## src/rtl/mbx_pkg.sv

```systemverilog
// Package: shared register offsets and bit positions of the mailbox bank.
// Assumes a 2-bit offset field on each side's register port.
package mbx_pkg;
    typedef enum logic [1:0] {
        MBX_SYNC = 2'd0,
        MBX_CTRL = 2'd1,
        MBX_DATA = 2'd2,
        MBX_RSVD = 2'd3
    } mbx_reg_e;

    // sync register fields
    localparam int SY_IN_LSB   = 0;
    localparam int SY_OUT_LSB  = 8;
    localparam int SY_RING     = 13;
    localparam int SY_BELL_EN  = 14;
    localparam int SY_PEND     = 15;
    localparam int NIB_W       = 4;

    // control register fields
    localparam int CT_TX_EMPTY = 0;
    localparam int CT_TX_FULL  = 1;
    localparam int CT_TXE_IE   = 2;
    localparam int CT_FLUSH    = 3;
    localparam int CT_RX_EMPTY = 8;
    localparam int CT_RX_FULL  = 9;
    localparam int CT_RXNE_IE  = 10;
    localparam int CT_ERR      = 14;
    localparam int CT_ENABLE   = 15;
endpackage

```

## src/rtl/mbx_fifo.sv

```systemverilog
// Module: mbx_fifo
// Word FIFO for one mailbox direction. It has occupancy-count status and a
// synchronous flush. It assumes DEPTH is a power of two. A push while full
// and a pop while empty are ignored here. Flush has priority over push and pop.
module mbx_fifo #(
    parameter int WIDTH = 32,
    parameter int DEPTH = 16
) (
    input  logic             clk,
    input  logic             rst_n,
    input  logic             push,
    input  logic             pop,
    input  logic             flush,
    input  logic [WIDTH-1:0] din,
    output logic [WIDTH-1:0] head,
    output logic             empty,
    output logic             full
);
    localparam int AW = $clog2(DEPTH);
    localparam logic [AW:0] FULL_CNT = (AW+1)'(DEPTH);

    logic [WIDTH-1:0] mem [DEPTH];
    logic [AW-1:0]    wr_ptr, rd_ptr;
    logic [AW:0]      count;
    logic             do_push, do_pop;

    assign empty   = (count == '0);
    assign full    = (count == FULL_CNT);
    assign do_push = push && !full && !flush;
    assign do_pop  = pop && !empty && !flush;
    assign head    = mem[rd_ptr];

    // Storage array write.
    always_ff @(posedge clk) begin
        if (do_push) begin
            mem[wr_ptr] <= din;
        end
    end

    // Pointer and occupancy bookkeeping.
    always_ff @(posedge clk) begin
        if (!rst_n || flush) begin
            wr_ptr <= '0;
            rd_ptr <= '0;
            count  <= '0;
        end else begin
            if (do_push) wr_ptr <= wr_ptr + 1'b1;
            if (do_pop)  rd_ptr <= rd_ptr + 1'b1;
            case ({do_push, do_pop})
                2'b10:   count <= count + 1'b1;
                2'b01:   count <= count - 1'b1;
                default: count <= count;
            endcase
        end
    end

    AST_PUSH_GROWS: assert property (@(posedge clk) disable iff (!rst_n)
        (push && !full && !pop && !flush) |=> (count == $past(count) + 1'b1));
    AST_FULL_DROP: assert property (@(posedge clk) disable iff (!rst_n)
        (full && push && !pop && !flush) |=> full);
    AST_FLUSH_EMPTY: assert property (@(posedge clk) disable iff (!rst_n)
        flush |=> empty);
    AST_EMPTY_POP_HOLD: assert property (@(posedge clk) disable iff (!rst_n)
        (empty && pop && !push) |=> empty);
endmodule

```

## src/rtl/mbx_port.sv

```systemverilog
// Module: mbx_port
// Register bank of one mailbox side. It decodes register accesses, keeps the
// sync, doorbell, enable and error state, and turns data-port accesses into
// FIFO push and pop strobes. It assumes one access per strobe and the shared
// clock. Read data is registered and follows the strobe by one cycle.
module mbx_port
    import mbx_pkg::*;
#(
    parameter int DATA_W = 32
) (
    input  logic              clk,
    input  logic              rst_n,
    input  logic              wr_en,
    input  logic              rd_en,
    input  logic [1:0]        addr,
    input  logic [DATA_W-1:0] wdata,
    output logic [DATA_W-1:0] rdata,
    // remote side links
    input  logic [NIB_W-1:0]  nib_in,
    output logic [NIB_W-1:0]  nib_out,
    input  logic              bell_in,
    output logic              bell_out,
    // FIFO links
    input  logic              tx_empty,
    input  logic              tx_full,
    input  logic              rx_empty,
    input  logic              rx_full,
    input  logic [DATA_W-1:0] rx_head,
    output logic              tx_push,
    output logic              tx_flush,
    output logic              rx_pop,
    // interrupts
    output logic              irq_bell,
    output logic              irq_tx_empty,
    output logic              irq_rx_ready
);
    mbx_reg_e          reg_sel;
    logic              wr_sync, wr_ctrl, wr_data, rd_data, bad_acc;
    logic              bell_en, bell_pend, txe_ie, rxne_ie, err, fifo_en;
    logic [DATA_W-1:0] last_word, sync_view, ctrl_view;
    logic              unused_wbits;

    assign reg_sel = mbx_reg_e'(addr);
    assign wr_sync = wr_en && (reg_sel == MBX_SYNC);
    assign wr_ctrl = wr_en && (reg_sel == MBX_CTRL);
    assign wr_data = wr_en && (reg_sel == MBX_DATA);
    assign rd_data = rd_en && (reg_sel == MBX_DATA);

    assign tx_push  = wr_data && fifo_en && !tx_full;
    assign rx_pop   = rd_data && fifo_en && !rx_empty;
    assign bad_acc  = fifo_en && ((wr_data && tx_full) || (rd_data && rx_empty));
    assign tx_flush = wr_ctrl && wdata[CT_FLUSH];
    assign bell_out = wr_sync && wdata[SY_RING];

    assign irq_bell     = bell_pend;
    assign irq_tx_empty = txe_ie && tx_empty;
    assign irq_rx_ready = rxne_ie && !rx_empty;

    assign unused_wbits = ^{wdata[DATA_W-1:16], wdata[13:11], wdata[9:4], wdata[1:0]};

    // Readable images of the sync and control registers.
    always_comb begin
        sync_view = '0;
        sync_view[SY_IN_LSB +: NIB_W]  = nib_in;
        sync_view[SY_OUT_LSB +: NIB_W] = nib_out;
        sync_view[SY_BELL_EN]          = bell_en;
        sync_view[SY_PEND]             = bell_pend;
        ctrl_view = '0;
        ctrl_view[CT_TX_EMPTY] = tx_empty;
        ctrl_view[CT_TX_FULL]  = tx_full;
        ctrl_view[CT_TXE_IE]   = txe_ie;
        ctrl_view[CT_RX_EMPTY] = rx_empty;
        ctrl_view[CT_RX_FULL]  = rx_full;
        ctrl_view[CT_RXNE_IE]  = rxne_ie;
        ctrl_view[CT_ERR]      = err;
        ctrl_view[CT_ENABLE]   = fifo_en;
    end

    // Sync register state: outgoing nibble and doorbell enable.
    always_ff @(posedge clk) begin
        if (!rst_n) begin
            nib_out <= '0;
            bell_en <= 1'b0;
        end else if (wr_sync) begin
            nib_out <= wdata[SY_OUT_LSB +: NIB_W];
            bell_en <= wdata[SY_BELL_EN];
        end
    end

    // Doorbell pending flag: set by an enabled remote ring, cleared by ack.
    always_ff @(posedge clk) begin
        if (!rst_n) begin
            bell_pend <= 1'b0;
        end else if (bell_in && bell_en) begin
            bell_pend <= 1'b1;
        end else if (wr_sync && wdata[SY_PEND]) begin
            bell_pend <= 1'b0;
        end
    end

    // Control register state: enables and sticky error flag.
    always_ff @(posedge clk) begin
        if (!rst_n) begin
            fifo_en <= 1'b0;
            txe_ie  <= 1'b0;
            rxne_ie <= 1'b0;
            err     <= 1'b0;
        end else begin
            if (wr_ctrl) begin
                fifo_en <= wdata[CT_ENABLE];
                txe_ie  <= wdata[CT_TXE_IE];
                rxne_ie <= wdata[CT_RXNE_IE];
            end
            if (bad_acc) begin
                err <= 1'b1;
            end else if (wr_ctrl && wdata[CT_ERR]) begin
                err <= 1'b0;
            end
        end
    end

    // Registered read data, and the word an empty read replays.
    always_ff @(posedge clk) begin
        if (!rst_n) begin
            rdata     <= '0;
            last_word <= '0;
        end else begin
            if (rx_pop) last_word <= rx_head;
            if (rd_en) begin
                case (reg_sel)
                    MBX_SYNC: rdata <= sync_view;
                    MBX_CTRL: rdata <= ctrl_view;
                    MBX_DATA: rdata <= rx_pop ? rx_head : last_word;
                    default:  rdata <= '0;
                endcase
            end
        end
    end

    AST_BELL_GATED: assert property (@(posedge clk) disable iff (!rst_n)
        $rose(irq_bell) |-> $past(bell_in && bell_en));
    AST_ERR_CAUSE: assert property (@(posedge clk) disable iff (!rst_n)
        $rose(err) |-> $past(fifo_en && wr_en && addr == 2'd2 && tx_full)
                    || $past(fifo_en && rd_en && addr == 2'd2 && rx_empty));
    AST_ERR_STICKY: assert property (@(posedge clk) disable iff (!rst_n)
        (err && !(wr_en && addr == 2'd1 && wdata[CT_ERR])) |=> err);
    AST_DISABLED_NOMOVE: assert property (@(posedge clk) disable iff (!rst_n)
        !fifo_en |-> !(tx_push || rx_pop));
    AST_ACK_CLEARS: assert property (@(posedge clk) disable iff (!rst_n)
        (wr_en && addr == 2'd0 && wdata[SY_PEND] && !bell_in) |=> !irq_bell);
endmodule

```

## src/rtl/duo_mailbox.sv

```systemverilog
// Module: duo_mailbox
// Top of the two-sided mailbox. It holds one register bank per side and one
// FIFO per direction. The sync nibbles and doorbells are cross-wired between
// the sides. It assumes both sides run on the one shared clock.
module duo_mailbox #(
    parameter int DATA_W = 32,
    parameter int DEPTH  = 16
) (
    input  logic              clk,
    input  logic              rst_n,
    input  logic              a_wr_en,
    input  logic              a_rd_en,
    input  logic [1:0]        a_addr,
    input  logic [DATA_W-1:0] a_wdata,
    output logic [DATA_W-1:0] a_rdata,
    output logic              a_irq_bell,
    output logic              a_irq_tx_empty,
    output logic              a_irq_rx_ready,
    input  logic              b_wr_en,
    input  logic              b_rd_en,
    input  logic [1:0]        b_addr,
    input  logic [DATA_W-1:0] b_wdata,
    output logic [DATA_W-1:0] b_rdata,
    output logic              b_irq_bell,
    output logic              b_irq_tx_empty,
    output logic              b_irq_rx_ready
);
    import mbx_pkg::*;

    logic [NIB_W-1:0]  a_nib, b_nib;
    logic              a_ring, b_ring;
    logic              ab_push, ab_pop, ab_flush, ab_empty, ab_full;
    logic              ba_push, ba_pop, ba_flush, ba_empty, ba_full;
    logic [DATA_W-1:0] ab_head, ba_head;

    // A to B direction.
    mbx_fifo #(.WIDTH(DATA_W), .DEPTH(DEPTH)) u_fifo_ab (
        .clk(clk), .rst_n(rst_n), .push(ab_push), .pop(ab_pop), .flush(ab_flush),
        .din(a_wdata), .head(ab_head), .empty(ab_empty), .full(ab_full)
    );

    // B to A direction.
    mbx_fifo #(.WIDTH(DATA_W), .DEPTH(DEPTH)) u_fifo_ba (
        .clk(clk), .rst_n(rst_n), .push(ba_push), .pop(ba_pop), .flush(ba_flush),
        .din(b_wdata), .head(ba_head), .empty(ba_empty), .full(ba_full)
    );

    mbx_port #(.DATA_W(DATA_W)) u_side_a (
        .clk(clk), .rst_n(rst_n), .wr_en(a_wr_en), .rd_en(a_rd_en), .addr(a_addr),
        .wdata(a_wdata), .rdata(a_rdata), .nib_in(b_nib), .nib_out(a_nib),
        .bell_in(b_ring), .bell_out(a_ring),
        .tx_empty(ab_empty), .tx_full(ab_full), .rx_empty(ba_empty), .rx_full(ba_full),
        .rx_head(ba_head), .tx_push(ab_push), .tx_flush(ab_flush), .rx_pop(ba_pop),
        .irq_bell(a_irq_bell), .irq_tx_empty(a_irq_tx_empty), .irq_rx_ready(a_irq_rx_ready)
    );

    mbx_port #(.DATA_W(DATA_W)) u_side_b (
        .clk(clk), .rst_n(rst_n), .wr_en(b_wr_en), .rd_en(b_rd_en), .addr(b_addr),
        .wdata(b_wdata), .rdata(b_rdata), .nib_in(a_nib), .nib_out(b_nib),
        .bell_in(a_ring), .bell_out(b_ring),
        .tx_empty(ba_empty), .tx_full(ba_full), .rx_empty(ab_empty), .rx_full(ab_full),
        .rx_head(ab_head), .tx_push(ba_push), .tx_flush(ba_flush), .rx_pop(ab_pop),
        .irq_bell(b_irq_bell), .irq_tx_empty(b_irq_tx_empty), .irq_rx_ready(b_irq_rx_ready)
    );

    AST_NIB_CROSS: assert property (@(posedge clk) disable iff (!rst_n)
        (a_wr_en && a_addr == 2'd0) |=> (a_nib == $past(a_wdata[SY_OUT_LSB +: NIB_W])));
endmodule

```

## config.mk

```make
export PLATFORM = sky130hd
export DESIGN_NAME = duo_mailbox
export DESIGN_NICKNAME = d
export VERILOG_FILES = /design/src/rtl/mbx_pkg.sv /design/src/rtl/mbx_fifo.sv /design/src/rtl/mbx_port.sv /design/src/rtl/duo_mailbox.sv
export SDC_FILE = /design/constraint.sdc
export NUM_CORES = 1
export LEC_CHECK = 0
export ABC_AREA = 0
export ABC_CLOCK_PERIOD_IN_PS = 5920
export BUFFER_PORTS_ARGS = -buffer_cell sky130_fd_sc_hd__buf_2
export CAP_MARGIN = 20
export CORE_ASPECT_RATIO = 0.5
export CORE_UTILIZATION = 37
export DETAILED_ROUTE_END_ITERATION = 6
export SLEW_MARGIN = 20
export SYNTH_ARGS = -nofsm -noshare
export SYNTH_HDL_FRONTEND = slang
export SYNTH_SLANG_ARGS = --single-unit
```

## constraint.sdc

```tcl
create_clock -name clk -period 5.92 [get_ports clk]
set_input_delay 0.888 -clock clk [delete_from_list [all_inputs] [get_ports clk]]
set_output_delay 0.888 -clock clk [all_outputs]
set_load 0.005 [all_outputs]
```

# == Word level (Yosys, flattened, before mapping) ==
# Memories as Yosys holds them, arrays and structs flattened. A register that Yosys moved wholly into a read port is not among the register bits.
# Index checks and enable logic that the tools add are counted.
# word_totals
ff_bits,174
output_inout_bits,70
latch_bits,0
ramBits,1024
wordCells,131
n_memories,2
mem_bits_ro,0
input_bits,74
# classes
addsub,8
magnitude_cmp,0
bitwise_logic,0
mux,22
multipliers,0
eq_ne,10
n_reduce_logical,65
shift,0
div_mod_pow,0
# mem_list
memory,depth,word_bits,read_ports,rd_ports_with_merged_regs,wr,line,source
u_fifo_ab.mem,16,32,1,1,1,mbx_fifo.sv:22,logic [WIDTH-1:0] mem [DEPTH];
u_fifo_ba.mem,16,32,1,1,1,mbx_fifo.sv:22,
# ops
operator,n
$pmux W32 S3,2
$mux W32,2
$logic_and A1 B1 Y1,44
$pmux W5 S2,2
$add A4 B1 Y4 const B,4
$mux W4,4
$mux W1,12
$reduce_bool A2 Y1,6
$add A5 B1 Y5 const B,2
$eq A5 B5 Y1 const B,2
$logic_not A5 Y1,2
$sub A5 B1 Y5 const B,2
$eq A2 B1 Y1 const B,4
$eq A2 B2 Y1 const B,4
$logic_not A1 Y1,7
$logic_not A2 Y1,2
$logic_or A1 B1 Y1,4

# == Logic depth before layout (Yosys ltp) ==
# depth
ltp_word,8
depth_mapped,17
mapped_depth_nobuf,14

# == By module ==
# From an unflattened synthesis, not the netlist that was laid out.
# hier_totals
cells_unflattened,2448
hier_area_um2,47679.5
# modules_own_cells
module,n_inst,cells_per_inst,area_per_inst_um2,seq_area_each_um2
mbx_fifo at u_fifo_ab,1,834,20432.1,15715.1
mbx_fifo at u_fifo_ba,1,834,20430.8,15715.1
mbx_port,2,390,3408.3,1481.4

# == Worst setup path after synthesis ==
# Ideal clock, no wire load.
# synth_path
path_type,in2reg
startpoint,in a_addr[0]
endpoint,mem u_fifo_ab.mem[3][0] (enable)
setup_ns,0.461
path_stages,6
path_buffers,1
required_time_ns,5.459
arrival_time_ns,4.234
slack_ns,1.225
path_cell_list,buf_1 > and3b_1 > nand2_1 > nor2_1 > nand2_1 > nor3_1
# synth_via
elab_chain_len,8
elab_cells_between_ends,12
classes_between,2 x eq/ne; 2 x mux; 8 x reduce/logical
# synth_rtl
element,line,source
start: declaration,duo_mailbox.sv:13,"input logic [1:0] a_addr,"
$eq A2 B2 Y1,mbx_port.sv:46,assign wr_data = wr_en && (reg_sel == MBX_DATA);
$logic_and A1 B1 Y1,mbx_port.sv:46,
$logic_and A1 B1 Y1 (2 in series),mbx_port.sv:49,assign tx_push = wr_data && fifo_en && !tx_full;
$logic_and A1 B1 Y1,mbx_fifo.sv:29,assign do_push = push && !full && !flush;
$logic_and A1 B1 Y1 (*),mbx_fifo.sv:29,
$mux W1 (*),mbx_fifo.sv:35,if (do_push) begin
$mux W1 (not written as such) (*),mbx_fifo.sv:36,mem[wr_ptr] <= din;
end: declaration,mbx_fifo.sv:22,
# Every way passes the cells marked *; elsewhere a longest branch is shown, timed or not.

# == Worst setup path in the final report ==
# layout_path
startpoint,reg u_fifo_ab.count[1]
endpoint,reg u_fifo_ab.count[4]
# layout_via
elab_chain_len,7
elab_cells_between_ends,16
classes_between,2 x add/sub; 3 x eq/ne; 1 x mux; 10 x reduce/logical
# layout_rtl
element,line,source
start: declaration,mbx_fifo.sv:24,logic [AW:0] count;
start signal: assignment,mbx_fifo.sv:50,2'b10: count <= count + 1'b1;
start signal: assignment,mbx_fifo.sv:51,2'b01: count <= count - 1'b1;
start signal: assignment,mbx_fifo.sv:52,default: count <= count;
$eq A5 B5 Y1 / $logic_not A5 Y1 (equally long branches),"mbx_fifo.sv:28, mbx_fifo.sv:27",
$logic_not A1 Y1 (on tied branches),-,
$logic_and A1 B1 Y1 (on tied branches),"mbx_port.sv:49, mbx_port.sv:50",
$logic_and A1 B1 Y1 (on tied branches) (2 in series),"mbx_fifo.sv:29, mbx_fifo.sv:30",
$eq A2 B1 Y1 / $eq A2 B2 Y1 (equally long branches),mbx_fifo.sv:49,"case ({do_push, do_pop})"
$pmux W5 S2 / $reduce_bool A2 Y1 (equally long branches),-,
# Several ways; a longest one is shown, not always the timed one.
# A chain may end at the register's enable or synchronous reset.

==> flow_metrics.tcl <==
set metrics [dict create \
    status "completed" \
    arrival_ps 4160 \
    timing.final.ws_setup_ps 2370 \
    hpwl_mm 62.4 \
    ys_types 54 \
    synthMuxAreaShare 0.162 \
    synth_compound_area_frac 0.0348 \
    slew_viol_final 0 \
    cts_sinks 1206 \
    placed_cells 4049 \
    io_pins 144 \
    ys_warn_count 0 \
    max_freq_mhz 282 \
    grt_pass1_vias 23300 \
    drive_gt1_frac 0.287 \
    final.setup.tns_ps 0 \
    maxCapViolations 0 \
    fin_crit_sh 0.599 \
    path_buf_inv 1 \
    max_slew.worst_pin.slew_ps 1180 \
    synth_xor_area_frac 0.00380 \
    core_area_sq_um 123000 \
    die_h_um 252 \
    crit_path_end_kind "register" \
    grt_pass1_wl_mm 158 \
    startpoint_type "register" \
    core.rowCount 91 \
    htree_levels 3 \
    crit_chain "nor4_1, and2_1, nor2_1, inv_1, ha_1, xor2_1, ha_1, o21a_1, o22a_1, a21oi_1, xor2_1, or3_1, a21oi_1" \
    cts_buffer_depth 3 \
    wirelength_mm 106 \
    path_depth 13 \
    setup_viol 0 \
    cellLeakagePower_uw 0.0166 \
    seq_area_sq_um 34400 \
    cp.required_ps 6540 \
    synth-simple-area-share 0.0305 \
    reg2reg_depth 13 \
    dieArea_sq_um 126000 \
    numCtsBuffers 107 \
    fin_cells 4254 \
    cp_slowest_stage_delay_ps 610 \
    hold_violations 0 \
    track_usage 0.170 \
    synth-edff-count 1024 \
    vias_per_cell 5.29 \
    rsz0062_at_grt "no" \
    crit_slowest_cell "nor2_1" \
    numPortBuffers 143 \
    final_antenna_net_count 0 \
    synth_seq_cells 1206 \
    synth_nets 2395 \
    min_path_type "register to register" \
    cts_hold_buf 0 \
    vias 22500 \
    synth-seq-area-share 0.746 \
    start_util 0.373 \
    clock_skew_ps 32.5 \
    min_path_cells 2 \
    nets 2576 \
    drt_first_iter_violations 1994 \
    multi_input_area_sq_um 11100 \
    synthCells 2304 \
    globalplace.congestion 0.776 \
    cts_tree "built" \
    synth.avg_cell_area_sq_um 20.0 \
    post-route-min-period_ps 3550 \
    die_w_um 501 \
    path_max_fanout 9 \
    overflow 0 \
    peakVddDrop_uv 226 \
    netlist_area_sq_um 46100 \
    whs_ps 464 \
    fillCellCount 10700 \
    cts_root_buf "clkbuf_16" \
    area_delta_synth_final_pct 14.3 \
    synthArstFlopShare 0 \
    dr.pass1.iters 7 \
    crit_family "simple AND/OR/NAND/NOR gates" \
    cts_setup_buffers 0 \
    antenna_found_initial 5 \
    synth-main-ff-cell "edfxtp_1" \
    synth-adder-area-share 0.00461 \
    drcViolationCount 0 \
    relSlewSlack 0.213 \
    worstSetupPathType "register to register" \
    synth_top_family_by_area "multiplexers" \
    clk_pin_slew_ps 70 \
    grt_max_degree 129 \
    pre_cts_slack_ps 1760 \
    wl_per_cell_um 25.0 \
    clock_latency_ps 710 \
    cts-resized-gates 0 \
    pwr_density_cell_nw_per_um2 311 \
]
## placed cells by master, fill, tap and decap left out, types with 5 or more instances in the layout
cell / count
clkbuf_8: 12
edfxtp_1: 1024
nor3_2: 9
buf_12: 9
clkbuf_1: 20
mux2i_1: 24
clkbuf_16: 109
buf_4: 52
ha_1: 17
a21boi_0: 78
buf_2: 142
xor2_1: 13
nand2b_1: 6
inv_1: 65
nand3_1: 6
or3_1: 5
dfxtp_1: 174
nor2_1: 31
a21oi_1: 11
nor2b_1: 8
clkinvlp_4: 6
nor2_4: 26
clkinv_2: 23
nand2_1: 195
a222oi_1: 48
o21ai_0: 24
xnor2_1: 7
and2_1: 6
bufinv_16: 8
a221o_1: 16
mux4_2: 320
clkinv_1: 20
## power by group
group	internal, uW	leakage [uW]	switching (uW)
Combinational	44.6	0.00424	172
Clock	3880	0.00172	3090
Sequential	9200	0.0107	5.58
## area by class of cell
cell class	instances	share of cell area
clock inverters	62	0.0104
multi-input cells	900	0.211
flip-flops and latches	1206	0.653
repair buffers	205	0.0251
inverters	65	0.00463
clock buffers	141	0.0563
well taps	1674	0.0398
diodes	1	0.0000475
## logic make-up (layout without fill, tap and decap cells)
| kind of cell | Yosys count | count (layout) |
|---|---|---|
| buffers and inverters | 198 | 473 |
| flip-flops | 1206 | 1206 |
| multiplexers | 344 | 344 |
| other | 0 | 1 |
| AND/OR/NAND/NOR | 320 | 320 |
| adder cells (fa/ha/maj) | 17 | 17 |
| AO/OA/AOI/OAI | 199 | 199 |
| XOR/XNOR | 20 | 20 |
## tightest hold or removal path: stages (launching register included)
cell and delay (ps):
dfxtp_1 330, a222oi_1 60, inv_1 50
## sequential cells by signal, summed over array words and instances, names as in the netlist, 5 cells and up, named ones only
signal              flops
u_fifo_ba.mem         512
u_side_a.last_word     32
u_side_a.rdata         32
u_fifo_ab.mem         512
u_fifo_ab.count         5
u_fifo_ba.count         5
u_side_b.last_word     32
u_side_b.rdata         32
## per-layer routing
metal  routed length, um  track usage  part of all wire  vias up
met4                2780       0.0501             0.026        0
li1                    -            -                 -     9741
met2               53500        0.289              0.50      586
met1               45000        0.225              0.42    12000
met3                4930       0.0278             0.046      154
met5                   0            0                 0        -
## worst paths after layout
path                                                      start                               to  slack (ps)
worst max-delay path            u_fifo_ab.count[1]$_SDFFE_PP0P_  u_fifo_ab.count[4]$_SDFFE_PP0P_        2370
worst min-delay path            u_side_a.rdata[19]$_SDFFE_PN0P_  u_side_a.rdata[19]$_SDFFE_PN0P_         460
worst max register to register  u_fifo_ab.count[1]$_SDFFE_PP0P_  u_fifo_ab.count[4]$_SDFFE_PP0P_        2370
worst min register to register  u_side_a.rdata[19]$_SDFFE_PN0P_  u_side_a.rdata[19]$_SDFFE_PN0P_         460
## cell usage after synthesis, drive strengths merged, types with 3 or more instances
library cell | number | area, sq um
or2 | 3 | 18.8
clkbuf | 73 | 274
a221o | 16 | 160
ha | 17 | 213
and2 | 6 | 37.5
a21boi | 78 | 586
mux4 | 320 | 7210
a22oi | 3 | 22.5
or3 | 5 | 31.3
edfxtp | 1024 | 30700
nand3 | 6 | 30.0
nand2b | 6 | 37.5
nand4 | 3 | 18.8
dfxtp | 182 | 3640
inv | 65 | 244
xor2 | 13 | 114
nand2 | 195 | 732
nor2 | 57 | 221
o2bb2ai | 4 | 35.0
a21oi | 11 | 55.1
o21ai | 25 | 136
xnor2 | 7 | 61.3
buf | 60 | 338
nand3b | 3 | 22.5
nor3 | 14 | 81.3
nor2b | 11 | 68.8
mux2i | 24 | 240
a222oi | 48 | 480
## metrics by stage
step | utilization | total power (uW) | cell area [sq um]
after global routing | 0.427 | 16900 | 52700
after detailed placement | 0.398 | 9610 | 49100
after CTS | 0.427 | 16600 | 52700
after global placement | 0.397 | 9600 | 49000
final | 0.427 | 16400 | 52700
after floorplan | - | 9450 | 46100
Note: power is estimated with default switching activity, not from simulation.
